<file path="config.mk">
export PLATFORM = sky130hd
export DESIGN_NAME = stage_seq
export DESIGN_NICKNAME = d
export VERILOG_FILES = /design/src/rtl/stage_pkg.sv /design/src/rtl/stage_chunk_plan.sv /design/src/rtl/stage_resp_eval.sv /design/src/rtl/stage_mbox_port.sv /design/src/rtl/stage_seq.sv
export SDC_FILE = /design/constraint.sdc
export NUM_CORES = 1
export LEC_CHECK = 0
export BUFFER_PORTS_ARGS = -buffer_cell sky130_fd_sc_hd__buf_2
export CAP_MARGIN = 20
export CORE_ASPECT_RATIO = 0.6
export CORE_UTILIZATION = 30
export CTS_CLUSTER_SIZE = 12
export DETAILED_ROUTE_END_ITERATION = 16
export PLACE_DENSITY = 0.56
export SLEW_MARGIN = 20
export SYNTH_ARGS = -nofsm -noshare
export SYNTH_HDL_FRONTEND = slang
export SYNTH_HIERARCHICAL = 1
export SYNTH_SLANG_ARGS = --single-unit
</file>
<file path="constraint.sdc">
create_clock -name clk -period 14.2 [get_ports clk]
set_clock_uncertainty 0.2 [all_clocks]
set_input_delay 1.42 -clock clk [delete_from_list [all_inputs] [get_ports clk]]
set_output_delay 1.42 -clock clk [all_outputs]
set_load 0.05 [all_outputs]
</file>
<file path="src/rtl/stage_pkg.sv">
package stage_pkg;

    typedef enum logic [2:0] {
        ST_IDLE,
        ST_ABORT,
        ST_CHECK,
        ST_SEND,
        ST_FETCH,
        ST_FINISH
    } stage_state_e;

    typedef enum logic [1:0] {
        RES_OK     = 2'd0,
        RES_BUDGET = 2'd1,
        RES_SEND   = 2'd2,
        RES_FETCH  = 2'd3
    } stage_result_e;

    typedef enum logic [1:0] {
        RK_NEXT,
        RK_COMPLETE,
        RK_FAIL
    } resp_kind_e;

    function automatic int unsigned chunk_width(input int unsigned page_bytes);
        return $clog2(page_bytes) + 1;
    endfunction

endpackage

</file>
<file path="src/rtl/stage_chunk_plan.sv">
module stage_chunk_plan
    import stage_pkg::*;
#(
    parameter int unsigned LEN_W      = 32,
    parameter int unsigned PAGE_BYTES = 4096,
    parameter int unsigned CL_W       = 13,
    parameter int unsigned BUD_W      = 34
) (
    input  logic [LEN_W-1:0] img_len,
    input  logic [LEN_W-1:0] cur_off,
    input  logic [BUD_W-1:0] sent,
    output logic [CL_W-1:0]  chunk_len,
    output logic             over_budget
);
    localparam logic [LEN_W-1:0] PAGE_L = LEN_W'(PAGE_BYTES);

    logic [LEN_W-1:0] remaining;
    logic [BUD_W-1:0] limit;
    logic [BUD_W-1:0] next_total;

    always_comb begin
        remaining = img_len - cur_off;
        if (remaining < PAGE_L) begin
            chunk_len = remaining[CL_W-1:0];
        end else begin
            chunk_len = CL_W'(PAGE_BYTES);
        end
        limit       = BUD_W'({img_len, 1'b0});
        next_total  = sent + BUD_W'(chunk_len);
        over_budget = (next_total > limit);
    end
endmodule

</file>
<file path="src/rtl/stage_resp_eval.sv">
module stage_resp_eval
    import stage_pkg::*;
#(
    parameter int unsigned LEN_W = 32
) (
    input  logic [LEN_W-1:0] off_val,
    input  logic             off_err,
    input  logic [LEN_W-1:0] img_len,
    output resp_kind_e       kind
);
    localparam logic [LEN_W-1:0] MARKER = '1;

    always_comb begin
        if (off_err) begin
            kind = RK_FAIL;
        end else if (off_val == MARKER) begin
            kind = RK_COMPLETE;
        end else if (off_val >= img_len) begin
            kind = RK_FAIL;
        end else begin
            kind = RK_NEXT;
        end
    end
endmodule

</file>
<file path="src/rtl/stage_mbox_port.sv">
module stage_mbox_port #(
    parameter int unsigned MBX_AW    = 4,
    parameter int unsigned MBX_DW    = 32,
    parameter int unsigned CTRL_OFF  = 0,
    parameter int unsigned ABORT_BIT = 0
) (
    input  logic              fire,
    output logic              wr,
    output logic [MBX_AW-1:0] addr,
    output logic [MBX_DW-1:0] wdata
);
    assign wr   = fire;
    assign addr = fire ? MBX_AW'(CTRL_OFF) : '0;

    for (genvar i = 0; i < MBX_DW; i++) begin : g_word
        if (i == ABORT_BIT) begin : g_abort
            assign wdata[i] = fire;
        end else begin : g_zero
            assign wdata[i] = 1'b0;
        end
    end
endmodule

</file>
<file path="src/rtl/stage_seq.sv">
module stage_seq
    import stage_pkg::*;
#(
    parameter int unsigned LEN_W      = 32,
    parameter int unsigned PAGE_BYTES = 4096,
    parameter int unsigned MBX_AW     = 4,
    parameter int unsigned MBX_DW     = 32,
    parameter int unsigned CTRL_OFF   = 0,
    parameter int unsigned ABORT_BIT  = 0,
    parameter int unsigned CL_W       = 13
) (
    input  logic              clk,
    input  logic              rst,
    input  logic              start_i,
    input  logic [LEN_W-1:0]  img_len_i,
    output logic              mbx_wr_o,
    output logic [MBX_AW-1:0] mbx_addr_o,
    output logic [MBX_DW-1:0] mbx_wdata_o,
    output logic              chunk_req_o,
    output logic [LEN_W-1:0]  chunk_off_o,
    output logic [CL_W-1:0]   chunk_len_o,
    input  logic              chunk_done_i,
    input  logic              chunk_err_i,
    output logic              off_req_o,
    input  logic              off_done_i,
    input  logic              off_err_i,
    input  logic [LEN_W-1:0]  off_val_i,
    output logic              done_o,
    output logic [1:0]        err_o
);
    localparam int unsigned BUD_W = LEN_W + 2;

    stage_state_e     state_q;
    stage_result_e    res_q;
    logic [LEN_W-1:0] len_q;
    logic [LEN_W-1:0] off_q;
    logic [BUD_W-1:0] sent_q;
    logic [CL_W-1:0]  clen_q;

    logic [CL_W-1:0]  plan_len;
    logic             plan_over;
    resp_kind_e       rkind;

    stage_chunk_plan #(
        .LEN_W(LEN_W), .PAGE_BYTES(PAGE_BYTES), .CL_W(CL_W), .BUD_W(BUD_W)
    ) u_plan (
        .img_len    (len_q),
        .cur_off    (off_q),
        .sent       (sent_q),
        .chunk_len  (plan_len),
        .over_budget(plan_over)
    );

    stage_resp_eval #(.LEN_W(LEN_W)) u_resp (
        .off_val(off_val_i),
        .off_err(off_err_i),
        .img_len(len_q),
        .kind   (rkind)
    );

    stage_mbox_port #(
        .MBX_AW(MBX_AW), .MBX_DW(MBX_DW), .CTRL_OFF(CTRL_OFF), .ABORT_BIT(ABORT_BIT)
    ) u_mbox (
        .fire (state_q == ST_ABORT),
        .wr   (mbx_wr_o),
        .addr (mbx_addr_o),
        .wdata(mbx_wdata_o)
    );

    always_ff @(posedge clk) begin
        if (rst) begin
            state_q <= ST_IDLE;
            res_q   <= RES_OK;
            len_q   <= '0;
            off_q   <= '0;
            sent_q  <= '0;
            clen_q  <= '0;
        end else begin
            unique case (state_q)
                ST_IDLE: begin
                    if (start_i) begin
                        len_q   <= img_len_i;
                        off_q   <= '0;
                        sent_q  <= '0;
                        state_q <= ST_ABORT;
                    end
                end
                ST_ABORT: begin
                    state_q <= ST_CHECK;
                end
                ST_CHECK: begin
                    if (plan_over) begin
                        res_q   <= RES_BUDGET;
                        state_q <= ST_FINISH;
                    end else begin
                        clen_q  <= plan_len;
                        state_q <= ST_SEND;
                    end
                end
                ST_SEND: begin
                    if (chunk_done_i) begin
                        if (chunk_err_i) begin
                            res_q   <= RES_SEND;
                            state_q <= ST_FINISH;
                        end else begin
                            sent_q  <= sent_q + BUD_W'(clen_q);
                            state_q <= ST_FETCH;
                        end
                    end
                end
                ST_FETCH: begin
                    if (off_done_i) begin
                        unique case (rkind)
                            RK_COMPLETE: begin
                                res_q   <= RES_OK;
                                state_q <= ST_FINISH;
                            end
                            RK_NEXT: begin
                                off_q   <= off_val_i;
                                state_q <= ST_CHECK;
                            end
                            default: begin
                                res_q   <= RES_FETCH;
                                state_q <= ST_FINISH;
                            end
                        endcase
                    end
                end
                ST_FINISH: begin
                    state_q <= ST_IDLE;
                end
                default: state_q <= ST_IDLE;
            endcase
        end
    end

    assign chunk_req_o = (state_q == ST_SEND);
    assign chunk_off_o = off_q;
    assign chunk_len_o = clen_q;
    assign off_req_o   = (state_q == ST_FETCH);
    assign done_o      = (state_q == ST_FINISH);
    assign err_o       = res_q;
endmodule

</file>
==> results of run 1 <==
[worst register-to-register path, delay by kind of cell (launching register included)]
kind | cells | cell delay (ns)
compound gates | 14 | 4.50
xor+xnor | 1 | 0.19
fa+ha+maj | 3 | 1.03
buf+inv | 2 | 0.32
flops | 1 | 0.35
mux | 1 | 0.16
simple gates | 14 | 3.02
[cell families (layout without fill, tap and decap cells)]
group | Yosys count | after routing | share of synthesized area, %
other | 1 | 36 | 0.0367
adders and majority gates | 124 | 124 | 15.4
buffers and inverters | 207 | 279 | 9.33
muxes | 4 | 4 | 0.392
DFF | 116 | 116 | 22.7
AOI/OAI and AO/OA | 345 | 345 | 21.5
and+or+nand+nor | 502 | 502 | 24.1
xor gates and xnor gates | 76 | 76 | 6.52
[placed cells by master, fill, tap and decap left out, types with 21 or more instances in the layout]
cell | synthesis | routed
o21ai_0 | 41 | 41
buf_2 | 18 | 121
a21oi_1 | 166 | 165
conb_1 | 1 | 35
and3_1 | 21 | 21
a21o_1 | 28 | 28
ha_1 | 121 | 121
nand2_1 | 202 | 202
nor2_1 | 77 | 77
nand4_1 | 37 | 37
inv_1 | 115 | 115
xor2_1 | 27 | 27
xnor2_1 | 49 | 49
dfxtp_1 | 116 | 116
nand3_1 | 62 | 62
[metrics by stage]
step | utilization (%) | hold WS, ns | total power, mW
after floorplan | - | 0.253 | 0.776
after global placement | 33.6 | 0.252 | 0.937
after detailed placement | 33.6 | 0.257 | 0.934
after CTS | 35.5 | 0.265 | 1.43
after global routing | 35.6 | 0.280 | 1.51
final | 35.6 | 0.261 | 1.45
[power groups by stage]
stage / Sequential, mW / Combinational [mW] / Clock, mW
final: 0.366 / 0.585 / 0.494
after global placement: 0.372 / 0.564 / 0
after detailed placement: 0.374 / 0.560 / 0
after CTS: 0.366 / 0.565 / 0.502
after floorplan: 0.368 / 0.409 / 0
after global routing: 0.369 / 0.629 / 0.517
[layer usage]
metal / wire length (µm) / GRT usage, %
met4: 362 / 3.73
met5: 0 / 0
met2: 14000 / 27.9
met3: 3170 / 6.18
met1: 18200 / 30.9
[area by class of cell]
class,instances,share of cell area (%)
multi-input combinational,1086,60.4
sequential,116,19.8
timing repair buffer,131,5.80
tap,450,4.80
clock buffer,20,3.81
inverter,116,3.71
clock inverter,12,1.72
antenna,1,0.0213
[state kept, by name, summed over array words and instances, names as in the netlist]
register / count
sent_q: 34
err_o: 2
chunk_len_o: 13
len_q: 32
state_q: 3
chunk_off_o: 32
[how the worst max path moves through the flow]
stage                            to  slack [ns]  depth (start not counted)
floorplan           chunk_len_o[10]        6.38                         36
global placement           err_o[0]        4.88                         35
detailed placement         err_o[0]        4.65                         35
CTS                        err_o[0]        4.53                         35
global route               err_o[0]        3.77                         35
finish                     err_o[0]        4.26                         35
==> results.txt, run 1 <==
----------------------------------------------------
[CTS]
  CTS Root Cell ... clkbuf_16
  Clock Latency Late Sink ... 0.45 ns
  Buffers inserted by post-CTS timing repair ... 0
  Max H-tree Level ... 4
  CTS tree ... yes
  TritonCTS Buffers ... 17
  Clock-pin slew of the registers on the worst-case setup and hold paths ... 0.06 ns
  Maximum number of buffers from clock root to sink ... 2
  CTS-repair resized insts ... 0
  Hold-fix buffer count after cts ... 0
  Total number of clock tree sinks ... 116

[Layout]
  Synthesis-to-finish area growth ... 14.9%
  Share of final-layout standard cells stronger than drive strength 1 ... 13.3%
  Area used by sequential logic in the layout ... 0.00232 mm²
  Post-route standard cell area excluding fillers ... 0.0117 mm²
  Non-filler cells, final ... 1932
  Count of fill cells added during filler insertion ... 3453
  Area taken by multi-input logic gates ... 0.00708 mm²
  Total number of nets in the final design ... 1663

[Routing]
  DRC violation count after routing ... 0
  Drt first pass iters ... 5
  Total length of routed wires ... 35700 µm
  First-iteration detailed-routing DRC count ... 813
  Via/cell ratio ... 5.26
  Antenna-violating nets left ... 0
  Via count ... 10162
  Routed wire per std cell ... 18.5 µm

[Critical path]
  FF-to-FF Start ... chunk_off_o[25]
  Critical path startpoint category ... flip-flop
  Biggest fanout along the worst timing path ... 14
  Worst setup EP type ... flip-flop
  Data arrival at the endpoint of the critical path ... 10.05 ns
  Number of cell instances on the worst register-to-register path ... 35
  Type of the worst setup path ... reg2reg
  Kind of cell with the highest combined delay on the critical path ... compound AO/OA/AOI/OAI gates
  Launch point of the worst path ... chunk_off_o[25]
  Bufs and invs on worst path ... 2
  Worst-case register-to-register setup slack ... 4.26 ns
  Critical Path Max Stage Delay ... 0.92 ns
  Slowest stage cell on the critical path ... o41ai_1
  Destination of the worst register-to-register timing path ... err_o[0]
  Required time at the worst-slack endpoint ... 14.31 ns

[Timing]
  Worst relative slew slack ... 25.3%
  Maximum clock frequency ... 101 MHz
  Post-Route Setup TNS ... 0 ns
  Final worst-path cycle share ... 70.0%
  Unrepaired setup endpoints after global routing ... no
  Final critical-path required period ... 9.94 ns
  Hold Violations, Final ... 0
  Transition at the pin with the smallest max-transition slack ... 1.11 ns
  Setup violators final ... 0
  PnR worst setup slack ... 4.26 ns
  Slew Viols, Final ... 0

[Die]
  I/O pin count ... 158
  CORE AREA ... 0.0330 mm²
  Row count ... 51
  Die Footprint ... 0.0348 mm²
  Initial Utilization ... 31.0%
  Y dimension of the die ... 145 µm
  Die Span X ... 240 µm

[Global route]
  Global-route wire length before repair ... 54200 µm
  Pin count of the biggest net entering global routing ... 50
  Gr usage total ... 20.4%
  Via count of the first global-routing pass ... 9227
  Number of antenna violations at the first check in global routing ... 0
  Overflow after GRT ... 0

[Yosys]
  Post-synthesis instance area ... 0.0102 mm²
  Most frequent cells after synthesis ... nand2_1 (202), a21oi_1 (166), ha_1 (121)
  Area share of the largest cell type after synthesis ... 22.7%
  Sequential element share of the synthesized area ... 22.7%
  Leading post-synthesis cells by cell area ... dfxtp_1 (23%), ha_1 (15%), a21oi_1 (8.1%), nand2_1 (7.4%), inv_1 (4.2%)
  Cell type with the highest aggregate area in the netlist ... dfxtp_1
  Synth cell types ... 82
  Top flip-flop cell by instance count after synthesis ... dfxtp_1
  Flip-flop and latch count after synthesis ... 116
  Synthesized instance count ... 1375
  Number of enable flip-flop cells after synthesis ... 0
  YS warnings ... 6
  Post-Syn Area per Cell ... 7.43 µm²
  Proportion of register bits with asynchronous set or reset after synthesis ... 0%
  Cell with the most instances after synthesis ... nand2_1

[Place]
  Setup Slack @ Placement ... 4.65 ns
  PortBufs ... 122
  Placed cell areas ... 0.0111 mm²
  Routability cong. ... 0.942
  Placed cell count ... 1899
  HPWL Detailed ... 28100 µm

[Power and ir drop]
  Share of power burned in the clock network ... 34.2%
  Sequential cell fraction of total power ... 25.3%
  Switching part of the total power ... 41.4%
  Static leakage ... 5.06 nW
  Internal ... 0.848 mW
  Net switching component of the power ... 0.598 mW
  Power density normalized to cell area ... 123 mW/mm²
  Relative contribution of combinational cells to total power ... 40.5%
  Worst-case vdd ir drop ... 102 µV

[Hold path]
  Worst Hold Path Cells ... 2
  End point of the most critical hold path ... chunk_off_o[21]
  Min-delay src ... chunk_off_o[21]
  Type of the most critical hold path ... reg2reg

[Run]
  Max Cap Viol ... 0

[Run status]
  Outcome ... finished clean

----------------------------------------------------
Power figures use the tool's default switching activity.
==> inputs of run 2 (changes only) <==
--- a/config.mk
+++ b/config.mk
@@ -11,7 +11,7 @@
 export CORE_UTILIZATION = 30
 export CTS_CLUSTER_SIZE = 12
 export DETAILED_ROUTE_END_ITERATION = 16
-export PLACE_DENSITY = 0.56
+export PLACE_DENSITY = 0.57
 export SLEW_MARGIN = 20
 export SYNTH_ARGS = -nofsm -noshare
 export SYNTH_HDL_FRONTEND = slang
==> constraint.sdc (replaced) <==
create_clock -name clk -period 8 [get_ports clk]
set_clock_uncertainty 0.2 [all_clocks]
set_input_delay 0.8 -clock clk [delete_from_list [all_inputs] [get_ports clk]]
set_output_delay 0.8 -clock clk [all_outputs]
set_load 0.05 [all_outputs]
==> results.txt, run 2 (same netlist as run 1, synthesis figures left out) <==
----------------------------------------------------
[Die]
  Row count ... 51 (unchanged)
  Die Span X ... 240 µm (unchanged)
  CORE AREA ... 0.0330 mm² (unchanged)
  Y dimension of the die ... 145 µm (unchanged)
  I/O pin count ... 158 (unchanged)
  Initial Utilization ... 31.0% (unchanged)
  Die Footprint ... 0.0348 mm² (unchanged)

[Layout]
  Count of fill cells added during filler insertion ... 3485 (+0.93%)
  Total number of nets in the final design ... 1749 (+5.2%)
  Largest register FFs ... 34 (unchanged)
  Register containing the most flip-flops in the final layout ... sent_q
  Area used by sequential logic in the layout ... 0.00232 mm² (+0.11%)
  Synthesis-to-finish area growth ... 24.6%
  Area taken by multi-input logic gates ... 0.00741 mm² (+4.7%)
  Highest-count cells in the layout ignoring fill and taps ... nand2_1 (198), a21oi_1 (154), buf_2 (122)
  Leading cell type in the layout, fill and taps excluded ... nand2_1
  Diode insertion count for antenna repair ... 0 (-1)
  Post-route standard cell area excluding fillers ... 0.0127 mm² (+8.5%)
  Share of final-layout standard cells stronger than drive strength 1 ... 21.6% (+8.3 points)

[Run status]
  Outcome ... finished clean

[Run]
  Max Cap Viol ... 0 (unchanged)

[Timing]
  Post-Route Setup TNS ... 0 ns (unchanged)
  Transition at the pin with the smallest max-transition slack ... 0.955 ns (-0.152 ns)
  Worst relative slew slack ... 35.4% (+10 points)
  Slew Viols, Final ... 0 (unchanged)
  Hold Violations, Final ... 0 (unchanged)
  Setup violators final ... 0 (unchanged)
  Maximum clock frequency ... 129 MHz (+28%)
  Final worst-path cycle share ... 96.8% (+27 points)
  PnR worst setup slack ... 0.254 ns (-4.01 ns)
  Final critical-path required period ... 7.75 ns (-2.19 ns)

[Power and ir drop]
  Worst-case vdd ir drop ... 183 µV (+80%)
  Total power ... 2.76 mW (+91%)
  Static leakage ... 5.55 nW (+9.8%)
  Power density normalized to cell area ... 217 mW/mm² (+76%)

[CTS]
  Total number of clock tree sinks ... 116 (unchanged)
  Clock-pin slew of the registers on the worst-case setup and hold paths ... 0.06 ns (about the same)
  Maximum number of buffers from clock root to sink ... 2 (unchanged)
  Clock Latency Late Sink ... 0.45 ns (about the same)
  CTS Root Cell ... clkbuf_16
  Max H-tree Level ... 4 (unchanged)
  TritonCTS Buffers ... 17 (unchanged)
  CTS tree ... yes

[Critical path]
  Slowest stage cell on the critical path ... o41a_1
  Required time at the worst-slack endpoint ... 8.11 ns (-6.20 ns)
  Worst setup EP type ... flip-flop
  Kind of cell with the highest combined delay on the critical path ... simple AND/OR/NAND/NOR gates
  Data arrival at the endpoint of the critical path ... 7.85 ns (-2.20 ns)
  Type of the worst setup path ... reg2reg
  Cell with the most instances on the worst path ... buf_4
  Bufs and invs on worst path ... 7 (+5)
  Critical path startpoint category ... flip-flop
  Critical Path Max Stage Delay ... 0.45 ns (-0.47 ns)
  Biggest fanout along the worst timing path ... 6 (-8)

[Routing]
  Drt first pass iters ... 6 (+1)
  Routed wire per std cell ... 18.4 µm (-0.59%)
  DRC violation count after routing ... 0 (unchanged)
  Total length of routed wires ... 37000 µm (+3.7%)
  Via/cell ratio ... 5.23 (-0.55%)
  Via count ... 10545 (+3.8%)
  First-iteration detailed-routing DRC count ... 1077 (+32%)
  Antenna-violating nets left ... 0 (unchanged)

[Global route]
  Gr usage total ... 21.0% (+0.62 points)
  Overflow after GRT ... 0 (unchanged)
  Pin count of the biggest net entering global routing ... 52 (+4.0%)
  Via count of the first global-routing pass ... 9636 (+4.4%)
  Global-route wire length before repair ... 56000 µm (+3.3%)
  Number of antenna violations at the first check in global routing ... 1 (+1)

[Place]
  Placed cell areas ... 0.0117 mm² (+5.2%)
  Setup Slack @ Placement ... -0.315 ns (-4.96 ns)
  PortBufs ... 122 (unchanged)
  HPWL Detailed ... 29100 µm (+3.3%)
  Routability cong. ... 0.997 (+5.8%)

[Hold path]
  Type of the most critical hold path ... reg2reg

----------------------------------------------------
[run 2: through the flow]
step / utilization (%) / cells / hold WS [ns]
after floorplan: - / 1409 / 0.253
final: 38.6 / 2016 / 0.267
after global routing: 38.6 / 2016 / 0.293
after detailed placement: 35.3 / 1973 / 0.259
after CTS: 37.4 / 2004 / 0.266
after global placement: 35.3 / 1973 / 0.251
[run 2: routing by layer]
layer	up-vias	part of all wire (%)	global-route usage (%)
met5	-	0	0
met4	0	2.1	6.31
met3	38	9.7	5.63
met1	4905	51	32.6
li1	5135	-	-
met2	467	38	27.3
[run 2: path summary, 6_finish.rpt]
check | startpoint | endpoint | slack (ns) | cells after the start
hold reg to reg | chunk_off_o[15] | chunk_off_o[15] | 0.27 | 2
setup reg to reg | chunk_off_o[17] | state_q[1] | 0.25 | 38
hold / removal | chunk_off_o[15] | chunk_off_o[15] | 0.27 | 2
setup / recovery | chunk_off_o[17] | state_q[1] | 0.25 | 38
[run 2: final cells by class]
class                           count  area share [%]
Clock buffer                       21            3.62
Clock inverter                     10            1.41
Inverter                          116            3.42
Multi-Input combinational cell   1086            58.2
Sequential cell                   116            18.3
Tap cell                          450            4.42
Timing Repair Buffer              217            10.6
[run 2: worst register-to-register path, delay by kind of cell (launching register included)]
| kind | cells | cell delay (ns) |
|---|---|---|
| compound gates | 13 | 2.42 |
| simple gates | 13 | 2.42 |
| xor+xnor | 1 | 0.08 |
| fa+ha+maj | 4 | 1.21 |
| flops | 1 | 0.33 |
| buf+inv | 7 | 0.97 |
[run 2: report_power, final]
part / internal [mW] / leakage [nW] / switching, mW
clock: 0.565 / 0.317 / 0.301
combinational: 0.466 / 4.30 / 0.784
sequential: 0.607 / 0.940 / 0.0361
[run 2: what timing repair did]
action,CTS,global route
hold endpoints to repair,0,0
gates cloned,0,1
pin swaps,1,31
buffers inserted,0,11
hold buffers,0,0
resized for setup,8,69
setup endpoints to repair,17,17
